### src/rtl/acc_regbank_pkg.sv
package acc_regbank_pkg;
   localparam int unsigned OPC_W = 4;
   typedef enum logic [OPC_W-1:0] {
      OPC_LOAD = 4'h0,
      OPC_ADD  = 4'h1,
      OPC_SUB  = 4'h2,
      OPC_RSV  = 4'hF
   } opc_e;
   typedef enum logic [1:0] {
      ACT_LOAD,
      ACT_ADD,
      ACT_SUB
   } act_e;
endpackage

### src/rtl/acc_regbank_decode.sv
module acc_regbank_decode #(
   parameter int unsigned ADDR_W = 16,
   parameter int unsigned IDX_W  = 4,
   parameter int unsigned OP_W   = 4
) (
   input  logic [ADDR_W-1:0] addr,
   output logic              hit,
   output logic [IDX_W-1:0]  idx,
   output acc_regbank_pkg::act_e act
);
   import acc_regbank_pkg::*;
   localparam int unsigned PAGE_W = ADDR_W - OP_W - IDX_W;

   logic [OP_W-1:0] opc;
   logic            page_ok;
   logic            reserved;

   assign page_ok  = &addr[ADDR_W-1 -: PAGE_W];
   assign opc      = addr[IDX_W +: OP_W];
   assign idx      = addr[IDX_W-1:0];
   assign reserved = (opc == OPC_RSV);
   // the reserved opcode only decodes when it forms the all-ones alias
   assign hit      = page_ok && (!reserved || (&idx));

   always_comb begin
      unique case (opc)
         OPC_ADD: act = ACT_ADD;
         OPC_SUB: act = ACT_SUB;
         default: act = ACT_LOAD;
      endcase
   end
endmodule

### src/rtl/acc_regbank_alu.sv
module acc_regbank_alu #(
   parameter int unsigned DATA_W       = 16,
   parameter bit          SHARED_ADDER = 1'b1
) (
   input  acc_regbank_pkg::act_e act,
   input  logic [DATA_W-1:0] old_val,
   input  logic [DATA_W-1:0] operand,
   output logic [DATA_W-1:0] new_val
);
   import acc_regbank_pkg::*;

   generate
      if (SHARED_ADDER) begin : g_shared
         logic             neg;
         logic [DATA_W-1:0] opnd_x;
         logic [DATA_W-1:0] sum;
         assign neg    = (act == ACT_SUB);
         assign opnd_x = neg ? ~operand : operand;
         assign sum    = old_val + opnd_x + {{(DATA_W-1){1'b0}}, neg};
         assign new_val = (act == ACT_LOAD) ? operand : sum;
      end else begin : g_split
         logic [DATA_W-1:0] add_r;
         logic [DATA_W-1:0] sub_r;
         assign add_r = old_val + operand;
         assign sub_r = old_val - operand;
         always_comb begin
            unique case (act)
               ACT_ADD: new_val = add_r;
               ACT_SUB: new_val = sub_r;
               default: new_val = operand;
            endcase
         end
      end
   endgenerate
endmodule

### src/rtl/acc_regbank_store.sv
module acc_regbank_store #(
   parameter int unsigned DATA_W = 16,
   parameter int unsigned IDX_W  = 4,
   localparam int unsigned NREG   = 1 << IDX_W,
   localparam int unsigned PC_IDX = NREG - 1
) (
   input  logic                   clk,
   input  logic                   rst_n,
   input  logic                   we,
   input  logic [IDX_W-1:0]       widx,
   input  logic [DATA_W-1:0]      wval,
   output logic [NREG*DATA_W-1:0] q_flat
);
   generate
      for (genvar i = 0; i < NREG; i++) begin : g_reg
         logic [DATA_W-1:0] r;
         logic              sel;
         assign sel = we && (widx == IDX_W'(i));
         if (i == PC_IDX) begin : g_pc
            always_ff @(posedge clk or negedge rst_n) begin
               if (!rst_n)   r <= '0;
               else if (sel) r <= wval;
            end
         end else begin : g_gp
            always_ff @(posedge clk) begin
               if (sel) r <= wval;
            end
         end
         assign q_flat[i*DATA_W +: DATA_W] = r;
      end
   endgenerate
endmodule

### src/rtl/acc_regbank.sv
module acc_regbank #(
   parameter int unsigned DATA_W       = 16,
   parameter int unsigned ADDR_W       = 16,
   parameter int unsigned IDX_W        = 4,
   parameter int unsigned OP_W         = 4,
   parameter bit          SHARED_ADDER = 1'b1
) (
   input  logic              clk,
   input  logic              rst_n,
   input  logic [ADDR_W-1:0] addr,
   input  logic [DATA_W-1:0] wdata,
   input  logic              wr_en,
   output logic [DATA_W-1:0] rdata,
   output logic              hit,
   output logic              upd_valid,
   output logic [IDX_W-1:0]  upd_idx,
   output logic [DATA_W-1:0] upd_data
);
   import acc_regbank_pkg::*;
   localparam int unsigned NREG   = 1 << IDX_W;
   localparam int unsigned PC_IDX = NREG - 1;

   generate
      if (OP_W != acc_regbank_pkg::OPC_W) begin : g_bad_op
         $error("acc_regbank: OP_W must match the package opcode width");
      end
      if (ADDR_W <= OP_W + IDX_W) begin : g_bad_addr
         $error("acc_regbank: ADDR_W leaves no page-select bits");
      end
      if (DATA_W < 2) begin : g_bad_data
         $error("acc_regbank: DATA_W too small");
      end
   endgenerate

   logic [IDX_W-1:0]       idx;
   act_e                   act;
   logic                   we;
   logic [DATA_W-1:0]      cur_val;
   logic [DATA_W-1:0]      nxt_val;
   logic [NREG*DATA_W-1:0] bank_flat;

   acc_regbank_decode #(.ADDR_W(ADDR_W), .IDX_W(IDX_W), .OP_W(OP_W)) u_dec (
      .addr(addr), .hit(hit), .idx(idx), .act(act)
   );

   assign cur_val = bank_flat[idx*DATA_W +: DATA_W];

   acc_regbank_alu #(.DATA_W(DATA_W), .SHARED_ADDER(SHARED_ADDER)) u_alu (
      .act(act), .old_val(cur_val), .operand(wdata), .new_val(nxt_val)
   );

   assign we = wr_en && hit;

   acc_regbank_store #(.DATA_W(DATA_W), .IDX_W(IDX_W)) u_store (
      .clk(clk), .rst_n(rst_n), .we(we), .widx(idx), .wval(nxt_val),
      .q_flat(bank_flat)
   );

   assign rdata     = hit ? cur_val : '0;
   assign upd_valid = we && (idx != IDX_W'(PC_IDX));
   assign upd_idx   = idx;
   assign upd_data  = nxt_val;
endmodule

### config.mk
export PLATFORM = sky130hd
export DESIGN_NAME = acc_regbank
export DESIGN_NICKNAME = d
export VERILOG_FILES = /design/src/rtl/acc_regbank_pkg.sv /design/src/rtl/acc_regbank_decode.sv /design/src/rtl/acc_regbank_alu.sv /design/src/rtl/acc_regbank_store.sv /design/src/rtl/acc_regbank.sv
export SDC_FILE = /design/constraint.sdc
export NUM_CORES = 1
export LEC_CHECK = 0
export ABC_AREA = 1
export BUFFER_PORTS_ARGS = -buffer_cell sky130_fd_sc_hd__buf_2
export CORE_AREA = 2 2 170 172
export CTS_BUF_LIST = sky130_fd_sc_hd__clkbuf_2
export CTS_CLUSTER_DIAMETER = 100
export DETAILED_ROUTE_END_ITERATION = 16
export DIE_AREA = 0 0 172 174
export GPL_TIMING_DRIVEN = 0
export PLACE_DENSITY_LB_ADDON = 0.3
export SYNTH_ARGS = -nofsm -noshare
export SYNTH_HDL_FRONTEND = slang
export SYNTH_SLANG_ARGS = --single-unit
export TNS_END_PERCENT = 30
### constraint.sdc
create_clock -name clk -period 6.6 [get_ports clk]
set_clock_uncertainty 0.15 [all_clocks]
set_input_delay 1.65 -clock clk [delete_from_list [all_inputs] [get_ports clk]]
set_output_delay 1.65 -clock clk [all_outputs]
set_load 0.01 [all_outputs]
# == After elaboration in Yosys (flattened, before gate mapping) ==
# Cells that the tools add are included.
# op_classes
bitwise_logic,1
n_eq_ne,20
reduce_logical,25
mux,4
shifts,1
n_addsub,2
# ops
op,n
$shiftx 256x9->16,1
$mux 16,3
$eq 4x4->1 const B,9
$logic_and 1x1->1,19
$add 16x1->16,1
$add 16x16->16,1
$eq 4x3->1 const B,4
$not 16->16,1
$eq 4x2->1 const B,3
$eq 4x1->1 const B,2
$reduce_and 8->1,1
$logic_not 4->1,1
$ne 4x4->1 const B,1
$pmux 2 s2,1
$reduce_and 4->1,1
$eq 2x2->1 const B,1
$logic_not 2->1,1
$logic_not 1->1,1
$logic_or 1x1->1,1
# word_totals
in_bits,35
out_inout_bits,38
regBits,256

# == Longest topological paths before layout ==
# Gate-level depths: netlist (run 1).
# logic_depth
ltp_word,7
ltp_mapped,23

# == Hierarchy ==
# A second synthesis (run 1) with hierarchy kept.
# hier_totals
hier_cells,1417
hier_area_um2,12754.7
# modules_own_cells
mod,area_per_inst_um2,seq_area_each_um2,n_inst,cells_each
acc_regbank_store,8132.8,7607.3,1,356
acc_regbank,3337.0,0.0,1,827
acc_regbank_alu,1163.6,0.0,1,208
acc_regbank_decode,121.4,0.0,1,26

# == Worst setup path before layout (run 1) ==
# Ideal clock, no wire load.
# synth_timing
kind,in2out
start,input port addr[1]
end,output port upd_data[10]
t_arrival_ns,4.358
path_stages,19
slack_ns,0.442
required_time_ns,4.800
cell_sequence,buf_4 nand2_4 inv_4 clkbuf_1 a22oi_1 a21oi_1 or2_2 inv_1 nand3_1 ha_1 a21oi_1 nand2_1 a21oi_1 o21ai_1 a21boi_0 inv_1 or2_2 nand3_1 nand2_1
# synth_via
elab_chain_len,4
# synth_rtl
item,line_no,rtl
"start, declared",acc_regbank.sv:10,"input logic [ADDR_W-1:0] addr,"
$shiftx 256x9->16,acc_regbank.sv:46,assign cur_val = bank_flat[idx*DATA_W +: DATA_W];
$add 16x16->16,acc_regbank_alu.sv:19,"assign sum = old_val + opnd_x + {{(DATA_W-1){1'b0}}, neg};"
$add 16x1->16,acc_regbank_alu.sv:19,
$mux 16,acc_regbank_alu.sv:20,assign new_val = (act == ACT_LOAD) ? operand : sum;
"end, declared",acc_regbank.sv:17,output logic [DATA_W-1:0] upd_data
# Every way passes these cells.

# == Worst setup path after layout (run 1) ==
# layout_timing
start,input port addr[0]
end,output port upd_data[12]
# Same word-level chain as after synthesis.

==> results.tsv, run 1 <==
stage	metric	value	unit
global_routing	number_of_antenna_violations_at_the_first_check_in_global_routing	1	
finish	final_cell_mix	240 x edfxtp_1, 199 x nand2_1, 115 x a22oi_1	
power	leakagePower	5.25	nW
global_routing	grt-ovfl-total	0	
finish	reg_top3	u_store.g.r x256	
sta	rsz0062_at_grt	true	
cts	clock_latency	0.80	ns
detailed_routing	totalWireLength	31.2	mm
die	dieWidth	172	um
synth	synth-seq-cells	256	
synth	syn-cell-area	0.0111	mm2
cts	max-clock-path-buffers	3	
synth	postSynthCellCount	899	
sta	hold_viol_final	0	
finish	largest_register_ff_count	256	
global_routing	first_pass_grt_wire_length	46.2	mm
place	dp.cells	1369	
worst_setup_path	end_kind	output port	
synth	postSynthAreaPerCell	12.3	um2
synth	yosysWarningCount	0	
worst_setup_path	critical_path_required	4.80	ns
die	placement_rows	62	
worst_setup_path	cp-start-kind	input port	
sta	worst_slew_pin_slew	1.13	ns
detailed_routing	drt.antenna.violating_nets	0	
worst_hold_path	whs_endpoint	u_store.g_reg[15].r[8]	
worst_setup_path	largest_stage_delay_on_the_critical_path	0.30	ns
cts	clk_pin_slew_worst_paths	0.09	ns
cts	numCtsBuffers	67	
die	core_box_area	0.0282	mm2
sta	timing.slew.headroom	0.243	
worst_setup_path	cp_top_family	compound AO/OA/AOI/OAI gates	
synth	ys_top_cells_by_area	edfxtp_1 65%, a22oi_1 8.1%, nand2_1 7.0%, dfrtp_1 3.6%, a21oi_1 2.0%	
global_routing	grt_max_degree	18	
die	num_ports	73	
synth	synth_top_cell_area_share	0.650	
worst_setup_path	crit_path_cell_trace	clkbuf_4, buf_8, nand2_4, inv_6, buf_4, a22oi_2, a21oi_1, or2_2, inv_2, nand3_2, ha_4, nand3_1, nand2_2, a21oi_4, o21ai_2, a21boi_2, o21ai_2, xor2_1, a21boi_2, inv_2, buf_2	
cts	cts-hold-fix-buffers	0	
worst_hold_path	hold_path_startpoint	u_store.g_reg[15].r[8]	
synth	syn_nets	949	
finish	layout.area.seq	0.00761	mm2
synth	synth_cell_type_count	41	
detailed_routing	detail_route.iter0.violations	837	
synth	synth_area_leader_cell	edfxtp_1	
finish	registers.top_by_ff_count	u_store.g.r	
die	die_area	0.0299	mm2
detailed_routing	routed_via_density	5.36	
finish	final_common_cell	edfxtp_1	
die	dieHeight	174	um
worst_hold_path	hold_path.class	reg2reg	
cts	cts_tree	built	
finish	final.fill_count	2642	
power	power-per-cell-area	243	mW/mm2
detailed_routing	detail_route.first_pass.iterations	6	
power	worst_ir_drop_vdd	0.120	mV
finish	final_layout_size_suffix_gt1_frac	0.313	
cts	clock_sink_count	256	
sta	worst_slack	0.0111	ns
worst_setup_path	depth_of_the_worst_register_to_register_path	16	
finish	design.final.nets	1123	
finish	multi_input_comb_area	0.00346	mm2
sta	drv_slew	0	
detailed_routing	routed-via-count	8035	
run	cap_viol_max_count	0	
sta	setup-violations-final	0	
worst_hold_path	worst_hold_path.num_cells	2	
sta	final.period_utilization	0.998	
worst_setup_path	timing.critical_path.arrival	4.79	ns
place	port_buffers	71	
detailed_routing	drc_errors	0	
detailed_routing	routedWlPerCell	20.8	um
synth	synth-seq-area-share	0.686	
worst_setup_path	crit_buf_inv	7	
run_status	run_status	finished, final reports clean	
finish	synthToLayoutAreaGrowth	20.5	%
worst_setup_path	crit_slowest_cell	or2_2	
worst_setup_path	worstSetupPathType	in2out	
global_routing	grt_use_total	0.209	
global_routing	first_global_vias	7833	
place	worst_slack_at_placement	-1.08	ns
place	gpl.final_weighted_congestion	0.896	
power	total_power	3.25	mW
cts	htreeDepth	3	
worst_setup_path	worstReg2RegStart	u_store.g_reg[7].r[2]	
cts	clock-root-buffer	clkbuf_2	
worst_setup_path	worst-r2r-setup-slack	3.21	ns
sta	finalCriticalPeriod	6.59	ns
worst_setup_path	critPathMaxFanout	10	
worst_setup_path	r2r-end	u_store.g_reg[7].r[12]	
place	place_hpwl	20.5	mm
finish	stdcell_count	1499	
die	start_util	0.393	
sta	max_freq	152	MHz
## how the worst max path moves through the flow
stage / startpoint / to / slack, ns / cells after the start
after floorplan: addr[1] / upd_data[10] / 0.44 / 19
after global placement: addr[0] / upd_data[4] / -1.55 / 18
after detailed placement: addr[0] / upd_data[12] / -1.08 / 23
after CTS: addr[0] / upd_data[15] / -0.12 / 18
after global routing: addr[0] / upd_data[12] / -0.1 / 21
final: addr[0] / upd_data[12] / 0.01 / 21
## per-layer routing
metal,track usage,routed length [um],vias up
li1,-,-,3676
met1,0.291,13200,3943
met2,0.331,14800,356
met3,0.0373,2400,60
met4,0.0714,745,0
met5,0,0,-
## where the power goes
group          switching, mW  internal, mW
Clock                  0.609         0.405
Combinational          0.283         0.157
Sequential          0.000305          1.80
Total                  0.893          2.36
## metrics by stage
stage / setup TNS (ns) / utilization / hold WS (ns) / area [um2]
after floorplan: 0 / - / 0.293 / 11100
after CTS: -0.205 / 0.459 / 0.340 / 12900
after detailed placement: -8.73 / 0.431 / 0.316 / 12200
after global placement: -10.89 / 0.423 / 0.306 / 11900
final: 0 / 0.474 / 0.340 / 13400
after global routing: -0.424 / 0.474 / 0.367 / 13400
## synthesized netlist by cell type (all sizes together)
library cell / number
a31oi: 15
ha: 14
edfxtp: 240
fa: 1
dfrtp: 16
buf: 29
nand2: 213
clkinv: 1
clkbuf: 11
a21boi: 2
xnor2: 2
o31ai: 1
o21ai: 12
a21oi: 45
a22oi: 120
or2: 22
o2111ai: 1
nand3: 31
inv: 51
nor3: 3
nand4: 3
and2: 5
nor2: 38
nor4: 1
xor2: 19
a21o: 2
a211oi: 1
## tightest hold or removal path: cells and delay by family (launching register included)
| kind | cells | cell delay, ns |
|---|---|---|
| DFF | 1 | 0.36 |
| and+or+nand+nor | 2 | 0.11 |
## logic make-up after synthesis
logic type | Yosys count | synth area share
fa+ha+maj | 15 | 0.0176
buf+inv | 92 | 0.0364
xor+xnor | 21 | 0.0166
compound gates | 199 | 0.121
flops | 256 | 0.686
simple gates | 316 | 0.123
## cell type report
cell class                 instances  share of cell area
buffer                            40              0.0249
multi-input combinational        551               0.258
antenna                            1            0.000187
tap                              384              0.0359
clock inverter                    20             0.00767
timing repair buffer             105              0.0548
sequential                       256               0.569
inverter                          52              0.0157
clock buffer                      90              0.0337
## timing repair
action | 4_1_cts | 5_1_grt
resized for setup | 64 | 75
cloned | 0 | 1
setup buffers | 4 | 14
endpoints found under the setup margin | 14 | 13
hold endpoints to repair | 0 | 0
pin swaps | 4 | 12
Note: power is estimated with default switching activity, not from simulation.
==> run 2: changes to the inputs <==
--- a/config.mk
+++ b/config.mk
@@ -7,14 +7,15 @@
 export LEC_CHECK = 0
 export ABC_AREA = 1
 export BUFFER_PORTS_ARGS = -buffer_cell sky130_fd_sc_hd__buf_2
-export CORE_AREA = 2 2 170 172
+export CORE_AREA = 2 2 182 184
 export CTS_BUF_LIST = sky130_fd_sc_hd__clkbuf_2
 export CTS_CLUSTER_DIAMETER = 100
 export DETAILED_ROUTE_END_ITERATION = 16
-export DIE_AREA = 0 0 172 174
+export DIE_AREA = 0 0 184 186
 export GPL_TIMING_DRIVEN = 0
 export PLACE_DENSITY_LB_ADDON = 0.3
 export SYNTH_ARGS = -nofsm -noshare
 export SYNTH_HDL_FRONTEND = slang
+export SYNTH_HIERARCHICAL = 1
 export SYNTH_SLANG_ARGS = --single-unit
 export TNS_END_PERCENT = 30
==> constraint.sdc (replaced) <==
create_clock -name clk -period 6.6 [get_ports clk]
set_clock_uncertainty 0.15 [all_clocks]
set_input_delay 1.65 -clock clk [delete_from_list [all_inputs] [get_ports clk]]
set_output_delay 1.65 -clock clk [all_outputs]
set_load 0.005 [all_outputs]
==> results.tsv, run 2 <==
stage	metric	value	unit	change
die	start_util	0.396		+0.00309
worst_setup_path	worstSetupPathType	in2out		
finish	design.final.nets	1629		+45%
cts	clk_pin_slew_worst_paths	0.09	ns	about the same
detailed_routing	highest-signal-layer	met5		
power	worst_ir_drop_vdd	0.146	mV	+22%
sta	hold_viol_final	0		unchanged
detailed_routing	drt.antenna.violating_nets	0		unchanged
run_status	run_status	finished, final reports clean		
cts	numCtsBuffers	66		-1.5%
worst_setup_path	cp-start-kind	input port		
detailed_routing	totalWireLength	36.9	mm	+18%
cts	htreeDepth	3		unchanged
detailed_routing	routedWlPerCell	18.1	um	-13%
synth	yosysWarningCount	6		+6
detailed_routing	routed-via-count	10000		+25%
detailed_routing	detail_route.first_pass.iterations	6		unchanged
cts	clock_latency	0.84	ns	+0.04 ns
global_routing	grt_use_total	0.219		+0.00958
detailed_routing	detail_route.iter0.violations	933		+11%
global_routing	grt-ovfl-total	0		unchanged
power	switch_share	0.293		+0.0181
synth	ys_dominant_reg_cell	edfxtp_1		
global_routing	first_global_vias	9512		+21%
place	port_buffers	72		+1.4%
place	worst_slack_at_placement	-0.782	ns	+0.298 ns
die	die_area	0.0342	mm2	+14%
finish	finalCoreUtilization	0.459		-0.0150
synth	synth-seq-area-share	0.596		-0.0892
synth	synth-async-reset-ratio	0.0625		unchanged
synth	synth_most_common_cell	nand2_1		
worst_setup_path	timing.critical_path.arrival	4.61	ns	-0.18 ns
sta	timing.slew.headroom	0.137		-0.106
power	p_switching	981	uW	+9.8%
detailed_routing	routed_via_density	4.93		-8.0%
sta	timing.setup.tns	0	ns	unchanged
power	leakagePower	6.97	nW	+33%
worst_setup_path	end_kind	output port		
die	num_ports	73		unchanged
sta	worst_slack	0.188	ns	+0.177 ns
synth	postSynthAreaPerCell	9.00	um2	-27%
cts	clock-root-buffer	clkbuf_2		
worst_setup_path	critical_path_required	4.80	ns	about the same
place	place_hpwl	25.3	mm	+23%
sta	finalCriticalPeriod	6.41	ns	-0.177 ns
power	p_int	2.37	mW	+0.45%
worst_hold_path	hold_path.class	reg2reg		
detailed_routing	routed_length_on_met1	15.7	mm	+19%
finish	synthToLayoutAreaGrowth	15.8	%	
power	combPwrFrac	0.145		+0.010
finish	final_cell_mix	536 x nand2_1, 240 x edfxtp_1, 228 x inv_1		
cts	cts_tree	built		
detailed_routing	met3_wirelength	3.15	mm	+31%
synth	synth_cell_type_count	38		-7.3%
sta	worst_slew_pin_slew	1.29	ns	+0.161 ns
synth	syn_nets	1469		+55%
cts	max-clock-path-buffers	3		unchanged
finish	final.fill_count	3158		+20%
finish	registers.top_by_ff_count	u_store/g.r		
sta	final.period_utilization	0.972		-0.0268
cts	clock_sink_count	256		unchanged
synth	ys_top_cells_by_area	edfxtp_1 57%, nand2_1 16%, inv_1 6.7%, nand3_1 6.4%, dfrtp_1 3.1%		
die	dieHeight	186	um	+6.9%
die	placement_rows	66		+6.5%
synth	synth_top_cell_area_share	0.565		-0.0845
detailed_routing	drc_errors	0		unchanged
run	cap_viol_max_count	0		unchanged
worst_setup_path	critPathMaxFanout	17		+7
finish	largest_register_ff_count	256		unchanged
global_routing	grt_max_degree	18		unchanged
die	core_box_area	0.0322	mm2	+14%
power	sequentialPowerShare	0.536		-0.017
synth	synth-edff-count	240		unchanged
synth	list_of_most_frequent_post_synthesis_cells	544 x nand2_1, 240 x edfxtp_1, 229 x inv_1, 163 x nand3_1, 40 x buf_2		
synth	synth_area_leader_cell	edfxtp_1		
finish	reg_top3	u_store/g.r x256		
power	power.clock.fraction	0.319		+0.007
power	power-per-cell-area	227	mW/mm2	-6.7%
sta	max_freq	156	MHz	+2.8%
finish	final_layout_size_suffix_gt1_frac	0.189		-0.124
global_routing	number_of_antenna_violations_at_the_first_check_in_global_routing	4		+3
global_routing	first_pass_grt_wire_length	54.7	mm	+18%
synth	synth-seq-cells	256		unchanged
sta	drv_slew	0		unchanged
detailed_routing	wl_met2	16.7	mm	+13%
synth	syn-cell-area	0.0128	mm2	+15%
place	gpl.final_weighted_congestion	0.922		+2.8%
sta	rsz0062_at_grt	true		
sta	setup-violations-final	0		unchanged
die	dieWidth	184	um	+7.0%
finish	final_common_cell	nand2_1		
synth	postSynthCellCount	1417		+58%
==> run 2: cell types whose count changed after synthesis, moves of 9 or more <==
| cell | delta |
|---|---|
| a21oi_1 | -12 |
| a22oi_1 | -119 |
| a31oi_1 | -14 |
| buf_2 | +28 |
| inv_1 | +185 |
| nand2_1 | +337 |
| nand3_1 | +132 |
| o21bai_1 | +16 |
| or2_2 | -18 |
| xor2_1 | -9 |
==> run 2: power by group through the flow <==
stage / Clock, mW / Combinational (mW) / Sequential [mW]
after floorplan: 0 / 0.266 / 1.83
after global placement: 0 / 0.426 / 1.84
after detailed placement: 0 / 0.445 / 1.83
after CTS: 1.09 / 0.463 / 1.80
after global routing: 1.17 / 0.534 / 1.80
final: 1.07 / 0.486 / 1.80
==> run 2: final timing paths <==
check	startpoint	cells after the start	endpoint	slack [ns]
max in group asynchronous	rst_n	1	u_store/g_reg[15].r[11]	5.42
worst min register to register	u_store/g_reg[15].r[8]	3	u_store/g_reg[15].r[8]	0.45
worst max-delay path	addr[0]	23	upd_data[8]	0.19
min in group asynchronous	rst_n	1	u_store/g_reg[15].r[10]	0.59
worst min-delay path	u_store/g_reg[15].r[8]	3	u_store/g_reg[15].r[8]	0.45
worst max register to register	u_store/g_reg[15].r[0]	21	u_store/g_reg[12].r[6]	3.29
==> run 2: repair_timing <==
action,4_1_cts,5_1_grt
pin swaps,3,1
setup endpoints to repair,11,13
setup buffers,3,5
hold buffers,0,0
resized for setup,33,49
==> run 2: cell families (layout without fill, tap and decap cells) <==
family	after synthesis	in the layout	share of synthesized area
xor gates and xnor gates	17	17	0.0117
adders and majority gates	17	17	0.0173
AOI/OAI and AO/OA	67	67	0.0307
DFF	256	256	0.596
and+or+nand+nor	765	765	0.250
other	0	2	0
buffers and inverters	295	501	0.0940
==> run 2: layout make-up <==
cell class                 instances  area [um2]  area share
timing repair buffer              92         573      0.0388
sequential                       256        7610       0.515
inverter                         234         878      0.0595
buffer                            61         435      0.0295
tap                              408         510      0.0346
clock inverter                    20         116     0.00788
multi-input combinational        866        4180       0.283
clock buffer                      94         470      0.0318
antenna                            2        5.00    0.000339
==> run 2: worst max-delay path: stages <==
cell      delay, ns
buf_2          0.11
buf_6          0.14
inv_2          0.08
clkbuf_4       0.23
buf_6          0.17
nand2_1        0.07
nand3_1        0.08
nand3_2        0.11
nand3_1        0.12
nand2_1        0.06
inv_1          0.08
nand2_1        0.07
and2_1         0.18
fa_2           0.38
nand3_1        0.09
nand2_2        0.08
nand4_1        0.08
nand2_1        0.10
or2_1          0.22
nand3_1        0.08
o21ai_2        0.08
buf_8          0.18
buf_2          0.14
==> run 2: metrics by stage <==
step	area, um2	instances	hold slack [ns]	total power, mW
4_1_cts	14600	2026	0.452	3.35
6_report	14800	2033	0.453	3.35
2_1_floorplan	12800	1417	0.410	2.10
3_3_place_gp	13600	1897	0.429	2.26
3_5_place_dp	13800	1909	0.431	2.28
5_1_grt	14800	2032	0.484	3.50
==> run 2: metal layers <==
| metal | global-route usage | vias up |
|---|---|---|
| li1 | - | 4866 |
| met3 | 0.0475 | 90 |
| met4 | 0.0954 | 4 |
| met5 | 0 | - |
| met2 | 0.339 | 404 |
| met1 | 0.296 | 4657 |
